## src/rtl/wkc_pkg.sv

```systemverilog
package wkc_pkg;
    localparam int DAY_W  = 3;
    localparam int HOUR_W = 5;
    localparam int MIN_W  = 6;
    localparam int SEC_W  = 6;
    localparam int NUM_FIELDS = 4;

    typedef struct packed {
        logic [DAY_W-1:0]  day;
        logic [HOUR_W-1:0] hour;
        logic [MIN_W-1:0]  min;
        logic [SEC_W-1:0]  sec;
    } wtime_t;
endpackage

```

## src/rtl/wkc_timekeeper.sv

```systemverilog
module wkc_timekeeper
    import wkc_pkg::*;
(
    input  logic   clk,
    input  logic   rst,
    input  logic   tick,
    input  logic   set_mode,
    input  logic   inc_day,
    input  logic   inc_hour,
    input  logic   inc_min,
    output wtime_t now
);
    localparam logic [DAY_W-1:0]  LAST_DAY  = DAY_W'(6);
    localparam logic [HOUR_W-1:0] LAST_HOUR = HOUR_W'(23);
    localparam logic [MIN_W-1:0]  LAST_MIN  = MIN_W'(59);
    localparam logic [SEC_W-1:0]  LAST_SEC  = SEC_W'(59);

    typedef struct packed {
        wtime_t t;
        logic   set_seen;
    } tk_state_t;

    tk_state_t state_d, state_q;

    always_comb begin
        state_d          = state_q;
        state_d.set_seen = set_mode;
        if (set_mode) begin
            if (inc_day)
                state_d.t.day  = (state_q.t.day  == LAST_DAY)  ? '0 : state_q.t.day  + 1'b1;
            if (inc_hour)
                state_d.t.hour = (state_q.t.hour == LAST_HOUR) ? '0 : state_q.t.hour + 1'b1;
            if (inc_min)
                state_d.t.min  = (state_q.t.min  == LAST_MIN)  ? '0 : state_q.t.min  + 1'b1;
        end else if (state_q.set_seen) begin
            state_d.t.sec = '0;
        end else if (tick) begin
            if (state_q.t.sec != LAST_SEC) begin
                state_d.t.sec = state_q.t.sec + 1'b1;
            end else begin
                state_d.t.sec = '0;
                if (state_q.t.min != LAST_MIN) begin
                    state_d.t.min = state_q.t.min + 1'b1;
                end else begin
                    state_d.t.min = '0;
                    if (state_q.t.hour != LAST_HOUR) begin
                        state_d.t.hour = state_q.t.hour + 1'b1;
                    end else begin
                        state_d.t.hour = '0;
                        state_d.t.day  = (state_q.t.day == LAST_DAY) ? '0 : state_q.t.day + 1'b1;
                    end
                end
            end
        end
    end

    always_ff @(posedge clk) begin
        if (rst) begin
            state_q.t        <= '0;
            state_q.set_seen <= set_mode;
        end else begin
            state_q <= state_d;
        end
    end

    assign now = state_q.t;
endmodule

```

## src/rtl/wkc_remaining.sv

```systemverilog
module wkc_remaining
    import wkc_pkg::*;
#(
    parameter int OPEN_DAY   = 0,
    parameter int OPEN_HOUR  = 9,
    parameter int CLOSE_DAY  = 4,
    parameter int CLOSE_HOUR = 17
) (
    input  wtime_t                now,
    output logic [NUM_FIELDS-1:0][7:0] rem_bin,
    output logic                  weekend
);
    localparam logic [7:0] ODAY  = 8'(OPEN_DAY);
    localparam logic [7:0] OHOUR = 8'(OPEN_HOUR);
    localparam logic [7:0] CDAY  = 8'(CLOSE_DAY);
    localparam logic [7:0] CHOUR = 8'(CLOSE_HOUR);
    localparam logic [7:0] SIXTY = 8'd60;
    localparam logic [7:0] HOURS_PER_DAY = 8'd24;

    logic [7:0] d, h, m, s;
    logic [7:0] xs, xm, xh;
    logic [7:0] rs, rm, rh, rd;
    logic       bs, bm, bh;

    always_comb begin
        d = 8'(now.day);
        h = 8'(now.hour);
        m = 8'(now.min);
        s = 8'(now.sec);

        // seconds: borrow from the minute whenever any seconds are left over
        xs = s;
        if (xs == 8'd0) begin rs = 8'd0;       bs = 1'b0; end
        else            begin rs = SIXTY - xs; bs = 1'b1; end

        xm = m + {7'd0, bs};
        if (xm == 8'd0) begin rm = 8'd0;       bm = 1'b0; end
        else            begin rm = SIXTY - xm; bm = 1'b1; end

        xh = h + {7'd0, bm};
        if (xh <= CHOUR) begin rh = CHOUR - xh;                 bh = 1'b0; end
        else             begin rh = CHOUR + HOURS_PER_DAY - xh; bh = 1'b1; end

        rd = CDAY - d - {7'd0, bh};

        weekend = (d > CDAY) || ((d == CDAY) && (h >= CHOUR)) ||
                  (d < ODAY) || ((d == ODAY) && (h < OHOUR));

        if (weekend) rem_bin = '0;
        else         rem_bin = {rd, rh, rm, rs};
    end
endmodule

```

## src/rtl/wkc_bcd_pack.sv

```systemverilog
module wkc_bcd_pack #(
    parameter int N = 4
) (
    input  logic [N-1:0][7:0] bin,
    output logic [N-1:0][7:0] bcd
);
    for (genvar g = 0; g < N; g++) begin : g_digit
        logic [7:0] tens, units;
        assign tens   = bin[g] / 8'd10;
        assign units  = bin[g] % 8'd10;
        assign bcd[g] = {tens[3:0], units[3:0]};
    end
endmodule

```

## src/rtl/wkend_countdown.sv

```systemverilog
module wkend_countdown
    import wkc_pkg::*;
#(
    parameter int OPEN_DAY   = 0,
    parameter int OPEN_HOUR  = 9,
    parameter int CLOSE_DAY  = 4,
    parameter int CLOSE_HOUR = 17
) (
    input  logic              clk,
    input  logic              rst,
    input  logic              tick,
    input  logic              set_mode,
    input  logic              inc_day,
    input  logic              inc_hour,
    input  logic              inc_min,
    output logic [DAY_W-1:0]  cur_day,
    output logic [HOUR_W-1:0] cur_hour,
    output logic [MIN_W-1:0]  cur_min,
    output logic [SEC_W-1:0]  cur_sec,
    output logic [7:0]        rem_days,
    output logic [7:0]        rem_hours,
    output logic [7:0]        rem_mins,
    output logic [7:0]        rem_secs,
    output logic              weekend
);
    wtime_t now;
    logic [NUM_FIELDS-1:0][7:0] rem_bin, rem_bcd;

    wkc_timekeeper u_time (
        .clk(clk), .rst(rst), .tick(tick), .set_mode(set_mode),
        .inc_day(inc_day), .inc_hour(inc_hour), .inc_min(inc_min),
        .now(now)
    );

    wkc_remaining #(
        .OPEN_DAY(OPEN_DAY), .OPEN_HOUR(OPEN_HOUR),
        .CLOSE_DAY(CLOSE_DAY), .CLOSE_HOUR(CLOSE_HOUR)
    ) u_rem (
        .now(now), .rem_bin(rem_bin), .weekend(weekend)
    );

    wkc_bcd_pack #(.N(NUM_FIELDS)) u_bcd (
        .bin(rem_bin), .bcd(rem_bcd)
    );

    assign cur_day   = now.day;
    assign cur_hour  = now.hour;
    assign cur_min   = now.min;
    assign cur_sec   = now.sec;
    assign rem_days  = rem_bcd[3];
    assign rem_hours = rem_bcd[2];
    assign rem_mins  = rem_bcd[1];
    assign rem_secs  = rem_bcd[0];
endmodule

```

## config.mk

```make
export PLATFORM = sky130hd
export DESIGN_NAME = wkend_countdown
export DESIGN_NICKNAME = d
export VERILOG_FILES = /design/src/rtl/wkc_pkg.sv /design/src/rtl/wkc_timekeeper.sv /design/src/rtl/wkc_remaining.sv /design/src/rtl/wkc_bcd_pack.sv /design/src/rtl/wkend_countdown.sv
export SDC_FILE = /design/constraint.sdc
export NUM_CORES = 1
export LEC_CHECK = 0
export CAP_MARGIN = 15
export CORE_ASPECT_RATIO = 1.2
export CORE_UTILIZATION = 30
export CTS_CLUSTER_SIZE = 30
export DETAILED_ROUTE_END_ITERATION = 16
export DONT_BUFFER_PORTS = 1
export GPL_ROUTABILITY_DRIVEN = 1
export PLACE_DENSITY = 0.5
export SETUP_SLACK_MARGIN = 0.5
export SLEW_MARGIN = 20
export SYNTH_ARGS = -nofsm -noshare
export SYNTH_HDL_FRONTEND = slang
export SYNTH_SLANG_ARGS = --single-unit
```

## constraint.sdc

```tcl
create_clock -name clk -period 5.9 [get_ports clk]
set_input_delay 0 -clock clk [delete_from_list [all_inputs] [get_ports clk]]
set_output_delay 0 -clock clk [all_outputs]
set_load 0.005 [all_outputs]
```

Word-level counts from Yosys, hierarchy flattened --
Cells that the tools add are included.
Word-level totals: bits in registers 21, bits of input ports 7, output and inout bits 53, logic and storage cells 80
Cells by class: add/sub/neg operators 12, divide/modulo/power cells 8, magnitude comparators 4, eq/ne operators 14, muxes and demuxes 23, bitwise operators 1, reduce and logical (&&, ||, !) cells 13
Operator list (count):
- $mux W14 | 3
- $div A8 B4 Y8 const B | 4
- $mod A8 B4 Y8 const B | 4
- $mux W32 | 1
- $mux W8 | 4
- $mux W6 | 5
- $mux W20 | 1
- $sub A6 B8 Y8 const A | 2
- $mux W5 | 3
- $add A6 B1 Y6 const B | 2
- $ne A6 B6 Y1 const B | 2
- $mux W3 | 3
- $le A8 B5 Y1 const B | 1
- $logic_not A8 Y1 | 1
- $ne A2 B2 Y1 const B | 4
- $sub A5 B8 Y8 const A | 1
- $sub A8 B1 Y8 | 1
- $add A6 B1 Y7 | 1
- $sub A6 B6 Y7 const A | 1
- $add A5 B1 Y6 | 1
- $eq A3 B3 Y1 const B | 2
- $eq A6 B6 Y1 const B | 1
- $logic_not A6 Y1 | 1
- $ne A2 B1 Y1 const B | 3
- 18 further kinds | 23

Logic depth before layout (Yosys ltp) --
word-level depth 11, depth in mapped cells 36, mapped depth without buffers 33

Hierarchy --
Synthesis repeated with hierarchy kept, for this count alone.
Unflattened totals: cell total of the unflattened synthesis 747, area, all modules 5114.9 um2
By module, submodules not included:
- wkc_bcd_pack | instances 1, cells an instance 449, area each 2849.0 um2, seq. area each 0.0 um2
- wkc_timekeeper | instances 1, cells an instance 145, area each 1280.0 um2, seq. area each 420.4 um2
- wkc_remaining | instances 1, cells an instance 153, area each 985.9 um2, seq. area each 0.0 um2

Least setup slack after synthesis --
No wires, ideal clock.
path kind register to output, start point register u_time.state_q, in the netlist u_time.now[0], end point output rem_hours[3], arrival 6.373 ns, data required time 5.900 ns, path slack -0.473 ns, stages on the path, launching flop included 35, buffers on the path 4, cells stage by stage dfxtp_1 clkbuf_1 inv_1 ha_1 nand2b_1 nor4_1 inv_1 ha_1 buf_2 nand3_1 or3b_2 a21oi_1 o21ai_0 nor2_1 inv_1 ha_1 ha_1 buf_2 inv_1 ha_1 or4b_1 a211oi_2 a31oi_4 nor2_1 ha_1 nor3_2 nor4_1 buf_2 nand2_1 a21oi_1 a21oi_1 ha_1 o211ai_2 a211oi_1 or4_1
Between the ends: longest elaborated chain between the ends 10, elaborated cells between the ends (all ways) 12, classes of those cells 4 x add/sub; 1 x div; 1 x order compare; 4 x mux; 2 x reduce/logical
Ends and longest elaborated chain:
- start: declaration | RTL line wkc_timekeeper.sv:23 | tk_state_t state_d, state_q;
- start signal: assignment | RTL line wkc_timekeeper.sv:62 | state_q <= state_d;
- $logic_not A6 Y1 * | RTL line wkc_remaining.sv:33 | if (xs == 8'd0) begin rs = 8'd0; bs = 1'b0; end
- $mux W1 * | RTL line wkc_remaining.sv:33
- $add A6 B1 Y7 * | RTL line wkc_remaining.sv:36 | xm = m + {7'd0, bs};
- $logic_not A8 Y1 * | RTL line wkc_remaining.sv:37 | if (xm == 8'd0) begin rm = 8'd0; bm = 1'b0; end
- $mux W1 * | RTL line wkc_remaining.sv:37
- $add A5 B1 Y6 * | RTL line wkc_remaining.sv:40 | xh = h + {7'd0, bm};
- $sub A6 B8 Y8 (tied with other cells) | RTL line wkc_remaining.sv:42 | else begin rh = CHOUR + HOURS_PER_DAY - xh; bh = 1'b1; end
- $mux W8 * | RTL line wkc_remaining.sv:41 | if (xh <= CHOUR) begin rh = CHOUR - xh; bh = 1'b0; end
- $mux W32 * | RTL line wkc_remaining.sv:49 | if (weekend) rem_bin = '0;
- $mod A8 B4 Y8 * | RTL line wkc_bcd_pack.sv:10 | assign units = bin[g] % 8'd10;
- end: declaration | RTL line wkend_countdown.sv:21 | output logic [7:0] rem_hours,
Mark *: on every way between the ends. The rest lies on a longest branch, timed or not.

Worst setup path after layout --
Ends and elaborated chain as after synthesis.

==> metrics <==
outcome finished clean; first-pass GRT wire length 18.43 mm; Async SR Flop Fraction 0; DIE HEIGHT 124.3 µm; Critical Path Source Type flip-flop; clk_lat worst skew 250 ps; met3 usage 0.02878; delay of the slowest critical-path stage 510 ps; fillers 1,315; family with the most delay on the worst path simple AND/OR/NAND/NOR gates; Critical Path RT 5900 ps; die area 12,920 µm²; initial antenna violation count 0; Worst Tran Pin Value 683.9 ps; total power 500.6 µW; Net Count, Synth 585; Yosys top cell by area dfxtp_1; top_reg_cell synth dfxtp_1; r2r worst-path depth 8; Initial Utilization 0.3088; Antenna Nets Post-Route 0; period utilization 0.9387; Post-Route WL 11.17 mm; CTS root buffer clkbuf_16; number of detailed-route iterations in the first pass 5; via count 3,961; WL/cell 15.93 µm; busiest grt layer met2; Layout Nets 572; CTS sink count 21; post-route cell area 4295 µm²; CTS tree done; final worst slack 361.7 ps; die width 103.9 µm; most frequent cell after synthesis nor2_1; syn_area_per_cell 6.751 µm²; r2r endpoint u_time.now[11]; Yosys cell types 78; worst hold path class primary input to flip-flop; Storage cell area 422.9 µm²; grt met2 use 0.2914; Post-Syn Area 3740 µm²; Seq/Total Area, Yosys 0.1124; synthesized instance count 554; Longest Clk Path Bufs 2; count of final setup violators 0; Crit path arrival time 5540 ps; Multi-input gate area 3202 µm²; yosys warns 0; Iteration-0 DRC Markers 234; Antenna diodes 0; minimum clock period 5538 ps; layout cells sized above 1 0.1833; vias in the first global route 3,759; hold endpoint u_time.now[0]; DR vias/cell 5.650; maximum VDD drop 0.0001159 V; final hold violations 0; GR Overflow Total 0; largest net degree at the start of global routing 26; area delta synth->final 14.85%; Reg clk slew, reported paths 60 ps; Port Buffers 0; pre-CTS WS 33.85 ps; Power Dens Cells 116.6 nW/µm²; largest cells by area after synthesis dfxtp_1, ha_1, nor2_1; drt drc 0; htree depth 1; critical path buffer and inverter count 5; total CTS buffers 3; top post-synthesis cells by count nor2_1, a21oi_1, nand2_1; worst r2r src u_time.now[3]; GRT Overall Usage 0.1683; hold path depth 2; post-synthesis register bit count 21; final count of pins violating max slew 0; GPL Wtd Cong 0.8662; EDFF count, synth 0; dpl cell area 3969 µm²; setup TNS 0 ps; CORE AREA 12,110 µm²; IO Count 60; met1 Use GR 0.2092; WHS 4.249 ps; # rows 44; slew margin rel. 0.5435; Critical Path End Type output pin; Slowest cell on crit path or4_1; CP dominant cell by count ha_4; LEAKAGE 0.001430 µW; MaxCap Viol Count 0; Yosys top cell area share 0.1124; RSZ-0062 raised after global routing true; Max Fanout on Critical Path 9; Fmax 180.6 MHz; Worst Skew 9.071 ps; worst reg-to-reg setup slack 3310 ps; critical path class flip-flop to output pin; HPWL Detailed 8.174 mm; hold_sp rst
through the flow:
step | util | instances
2_1_floorplan | - | 554
3_3_place_gp | 0.3277 | 678
3_5_place_dp | 0.3277 | 678
4_1_cts | 0.3466 | 696
5_1_grt | 0.3546 | 701
6_report | 0.3546 | 701
flip-flops by register name (all words and copies together) (netlist names):
register,cells
u_time.state_q,1
u_time.now,20
final cells by class:
class,instances,area share
clock buffer,3,0.01748
multi-input combinational,451,0.7454
clock inverter,1,0.001165
sequential,21,0.09846
tap,161,0.04690
timing repair buffer,36,0.06496
inverter,28,0.02563
per-layer routing:
layer | up-vias | part of all wire
li1 | 1958 | -
met1 | 1870 | 0.43
met2 | 123 | 0.50
met3 | 10 | 0.057
met4 | 0 | 0.013
met5 | - | 0
placed cells by master, fill, tap and decap left out, drive strengths merged, types with 13 or more instances in the layout:
cell,synthesis,routed
xnor2,18,18
inv,28,28
nand2,41,41
ha,24,24
nor2,64,64
buf,35,34
nand2b,13,13
o21ai,38,38
a21oi,42,42
nor3,18,18
nand3,19,19
dfxtp,21,21
logic make-up (layout without fill, tap and decap cells):
family	count (synthesis)	after routing	share of synthesized area
fa+ha+maj	25	25	0.08297
compound gates	160	160	0.2874
xor+xnor	27	27	0.06323
flops	21	21	0.1124
mux	12	12	0.03412
buf+inv	82	68	0.1074
simple gates	227	227	0.3125
how the worst max path moves through the flow:
stage                        startpoint            to  depth (start not counted)
after floorplan           u_time.now[0]  rem_hours[3]                         34
after global placement    u_time.now[0]  rem_hours[3]                         30
after global routing      u_time.now[0]  rem_hours[3]                         31
final                     u_time.now[0]  rem_hours[3]                         29
after detailed placement  u_time.now[0]  rem_hours[3]                         30
after CTS                 u_time.now[0]  rem_hours[3]                         31
timing repair:
action,CTS,global route
hold buffers,2,0
buffers inserted,12,5
resized for setup,8,11
cloned,0,0
pin swaps,15,14
setup endpoints to repair,7,5
hold endpoints to repair,17,0
power breakdown:
part           switching [µW]  internal, µW  leakage (µW)  total (µW)
Combinational             120          85.0       0.00122         205
Clock                    52.4          91.0     0.0000409         143
Sequential               6.55           146      0.000171         152
Total                     179           322       0.00143         501
(Power assumes the default switching activity.)
